$ cat src/rtl/hs_buf_stage.sv
module hs_buf_stage #(
  parameter int DATA_W = 16,
  parameter int STEP   = 1
) (
  input  logic              clk,
  input  logic              rst,
  input  logic              i_valid,
  input  logic [DATA_W-1:0] i_data,
  output logic              o_ready,
  output logic              o_valid,
  output logic [DATA_W-1:0] o_data,
  input  logic              i_ready
);
  localparam logic [DATA_W-1:0] StepV = DATA_W'(STEP);

  logic              spill_vld;
  logic [DATA_W-1:0] spill_dat;
  logic [DATA_W-1:0] result;
  logic              take_in;
  logic              out_free;

  assign result   = i_data + StepV;
  assign o_ready  = ~spill_vld;
  assign take_in  = i_valid & o_ready;
  assign out_free = ~o_valid | i_ready;

  always_ff @(posedge clk) begin
    if (rst) begin
      o_valid   <= 1'b0;
      spill_vld <= 1'b0;
    end else if (out_free) begin
      if (spill_vld) begin
        o_valid   <= 1'b1;
        spill_vld <= 1'b0;
      end else begin
        o_valid   <= take_in;
      end
    end else if (take_in) begin
      spill_vld <= 1'b1;
    end
  end

  always_ff @(posedge clk) begin
    if (out_free) begin
      if (spill_vld)    o_data <= spill_dat;
      else if (take_in) o_data <= result;
    end
    if (!out_free && take_in) spill_dat <= result;
  end
endmodule


$ cat config.mk
export PLATFORM = sky130hd
export DESIGN_NAME = hs_buf_stage
export DESIGN_NICKNAME = d
export VERILOG_FILES = /design/src/rtl/hs_buf_stage.sv
export SDC_FILE = /design/constraint.sdc
export NUM_CORES = 1
export LEC_CHECK = 0
export BUFFER_PORTS_ARGS = -buffer_cell sky130_fd_sc_hd__clkbuf_2
export CELL_PAD_IN_SITES_DETAIL_PLACEMENT = 1
export CELL_PAD_IN_SITES_GLOBAL_PLACEMENT = 1
export CORE_AREA = 10 10 70 72
export DETAILED_ROUTE_END_ITERATION = 10
export DIE_AREA = 0 0 80 82
export PLACE_DENSITY = 0.79
export RECOVER_POWER = 50
export SLEW_MARGIN = 0
export SYNTH_ARGS = -nofsm -noshare
export SYNTH_HDL_FRONTEND = slang
export SYNTH_SLANG_ARGS = --single-unit
$ cat constraint.sdc
create_clock -name clk -period 4.26 [get_ports clk]
set_input_delay 0.852 -clock clk [delete_from_list [all_inputs] [get_ports clk]]
set_output_delay 0.852 -clock clk [all_outputs]
set_load 0.01 [all_outputs]
== Yosys cells after proc, flatten, opt, wreduce, memory -nomap -nowiden ==
Index checks and enable logic that the tools add are counted.
Cells by class
  bitwise operators: 4
  multiplexer cells: 3
  shifts and indexed selects: 0
  equal/unequal tests: 0
  magnitude comparators: 0
  add/sub/neg operators: 1
  reduce and logical (&&, ||, !) cells: 5
  $mul: 0
  divide/modulo/power cells: 0
Operator list (number)
  16-bit two-way mux: 2
  16-bit by 1-bit adder with 16-bit output (second input constant): 1
  1-bit NOT: 2
  2-bit AND reduction: 1
  2-bit nonzero test: 1
  2-bit OR reduction: 1
  1-bit AND: 1
  1-bit logical AND: 1
  1-bit logical NOT: 1
  1-bit two-way mux: 1
  1-bit bitwise OR: 1
Word-level totals
  bits in read-only memories: 0
  output and inout bits: 18
  logic and storage cells: 17
  latch bits: 0
  bits in writable memories: 0
  bits in registers: 34
  memories: 0

== Logic depth before layout (Yosys ltp) ==
  word-level depth: 4
  depth in mapped cells: 5
  mapped depth without buffers: 5

== Worst setup path after synthesis ==
No wires, ideal clock.
  kind: input to register
  start point: in i_ready
  end point: reg spill_dat[0] (enable)
  data required time: 3.847 ns
  slack: 1.550 ns
  stages: 2
  arrival: 2.298 ns
  buffers on the path: 0
  library setup time: 0.413 ns
  cells stage by stage: nand2b_1 nor3b_1
On the way
  longest elaborated chain between the ends: 3
RTL lines
  start, declared: RTL line 12  | input logic i_ready
  1-bit bitwise OR: RTL line 25  | assign out_free = ~o_valid | i_ready;
  1-bit logical NOT: RTL line 48  | if (!out_free && take_in) spill_dat <= result;
  1-bit logical AND: RTL line 48
  end signal, assigned: RTL line 48
  end, declared: RTL line 17  | logic [DATA_W-1:0] spill_dat;
No other way between the ends.
A chain may end at the register's enable or synchronous reset.

== Final worst setup path ==
  start point: reg spill_vld
  end point: out o_ready
On the way
  longest elaborated chain between the ends: 1
RTL lines
  start, declared: RTL line 16  | logic spill_vld;
  start signal, assigned: RTL line 30  | spill_vld <= 1'b0;
  start signal, assigned: RTL line 34  | spill_vld <= 1'b0;
  start signal, assigned: RTL line 39  | spill_vld <= 1'b1;
  1-bit NOT: RTL line 23  | assign o_ready = ~spill_vld;
  end, declared: RTL line 9  | output logic o_ready,
No other way between the ends.

==> metrics.cfg <==
[outcome]
status = finished, final reports clean

[synth]
avgSynthCellArea_um2 = 15.21
synth_top_area_cell = edfxtp_1
syn-cell-area_um2 = 1521
ys_seq_area_share_pct = 65.79
synth_most_common_cell = edfxtp_1
yosys-top-cells-area = edfxtp_1, mux2_2, xnor2_1
synth-warning-count = 0
synth.distinct_cells = 25
ys_ff_latch = 34
synth_nets = 121
ys.flop_type = edfxtp_1
ys_async_sr_fraction_pct = 0
yosysTopAreaCellShare_pct = 63.16
synth_top_cells_by_count = edfxtp_1, mux2_2, xnor2_1, xor2_1, nand3_1
syn-instance-count = 100
synth-edff-count = 32

[finish]
final_util_pct = 49.30
syn2layout_area_growth_pct = 15.95
layout-drive-gt1-share_pct = 26.57
final_net_count = 164
antenna_cells = 0

[die]
die_w_um = 80
io-pin-count = 38
initial_core_util_pct = 42.52
die_area_um2 = 6560
rows = 22
core_area_um2 = 3578
die_h_um = 82

[sta]
finalHoldViolCount = 0
skew_ns = 0.001843
whs_ns = 0.5487
max_freq_mhz = 405.9
finalMaxSlewViolations = 0
slew_headroom_pct = 16.00
worst_pin_slew_ns = 1.255
finalSetupTns_ns = 0
setup_viol = 0
final.min_clock_period_ns = 2.464
final.period_utilization_pct = 57.84
rsz0062_at_grt = false
setup_slack_ns = 1.796

[global_route]
antenna_found_initial = 0
grt_usage_pct = 10.39
grt_max_degree = 17
grt_pass1_wl_um = 5161
grt_pass1_vias = 1032
grt_overflow = 0

[placed_design]
dp_hpwl_um = 2421
preCtsSetupSlack_ns = 1.670
numPortBuffers = 37
routabilityCongestion = 0.8228

[critical_path]
crit_chain = clkinv_1 -> clkbuf_2
ff2ff_setup_slack_ns = 2.38
r2r_end = spill_dat[14]
startpoint_type = flip-flop
cp-endpoint = o_ready
rr_worst_depth = 2
arrival_ns = 1.61
endpoint_kind = output pin
crit_buf_inv = 2
max_stage_delay_ns = 0.51
crit_family = buffers and inverters
path_max_fanout = 15
required_ns = 3.41
critPathSlowestCell = clkinv_1
critPathLaunch = spill_vld
r2r_start = o_valid
crit_cells = 2
criticalPathCategory = reg2out

[flow_run]
max-cap-violations = 0

[route]
first_pass_iters = 4
via_count = 953
detail_route.vias_per_cell = 4.990
drtIter0Drc = 48
wl_per_cell_um = 17.25
drc_errors = 0
drtAntennaViolNets = 0
wirelength_um = 3295

[clock_network]
clock_path_buffers = 2
clock_sinks = 34
numCtsBuffers = 5
post_cts_resized = 0
post_cts_buffers = 0
root_buffer = clkbuf_4
clkTransAtPathRegs_ns = 0.10
cts_hold_buf = 0
htree_levels = 2
insertion_delay_ns = 0.33
cts_tree = yes

[pwr]
p_per_area_nw_per_um2 = 351.8
power.leakage_nw = 0.6206
totalPowerFinal_mw = 0.6206
ir_worst_vdd_uv = 152.1

[worst_hold_path]
hold_class = reg2reg

## logic make-up (layout without fill, tap and decap cells)
group           count (synthesis)  after routing  synth area share, %
fa+ha+maj                       1              1               0.8222
mux                            15             15                11.10
compound gates                  3              3                1.151
xor+xnor                       14             14                8.059
flops                          34             34                65.79
buf+inv                         5             48                1.233
simple gates                   28             28                11.84
## state kept, by name, summed over array words and instances, names as in the netlist
register / cells
o_valid: 1
spill_vld: 1
spill_dat: 16
o_data: 16
## power by group
group / total (mW) / internal [mW] / switching, mW
sequential: 0.390 / 0.385 / 0.00431
clock: 0.163 / 0.0593 / 0.104
combinational: 0.0679 / 0.0265 / 0.0414
total: 0.621 / 0.471 / 0.149
## through the flow
step,instance area (um2),instances
after floorplan,1521,100
after global placement,1768,184
after detailed placement,1768,184
after CTS,1815,191
after global routing,1764,191
final,1764,191
## cells in the final DEF (no fill, tap or decap)
cell type and n:
nor4_1 4, mux2_2 12, dfxtp_1 2, xnor2_1 7, and3_1 1, nor2_1 2
mux2_1 3, inv_1 3, clkinv_1 1, clkbuf_1 19, a21oi_1 1, o21ai_0 1
clkbuf_4 5, nand4_1 5, nand3_1 5, clkinv_2 2, clkbuf_2 18, nor3_1 4
edfxtp_1 32, nand2b_1 1, nor3b_2 1, xor2_1 7, ha_1 1, nand2_1 4
o21a_1 1, and4_1 1
## how the worst min path moves through the flow
stage                       start  cells after the start    endpoint
CTS                  spill_dat[6]                      1   o_data[6]
detailed placement   spill_dat[0]                      2   o_data[0]
floorplan            spill_dat[0]                      2   o_data[0]
global route         spill_dat[4]                      1   o_data[4]
global placement    spill_dat[14]                      1  o_data[14]
finish              spill_dat[11]                      1  o_data[11]
## cell type report
type                       count  area (um2)
fill                         389        1814
sequential                    34        1001
multi-input combinational     61       479.2
timing repair buffer          37       161.4
tap                           48       60.06
clock buffer                   5       37.54
inverter                       4       15.01
clock inverter                 2       10.01
## metal layers
layer | GRT usage [%] | up-vias | share of wire [%]
met4 | 5.282 | 0 | 1.9
met3 | 4.585 | 4 | 6.0
li1 | - | 466 | -
met1 | 10.78 | 461 | 41
met5 | 0 | - | 0
met2 | 17.58 | 22 | 51
(Power assumes the default switching activity.)
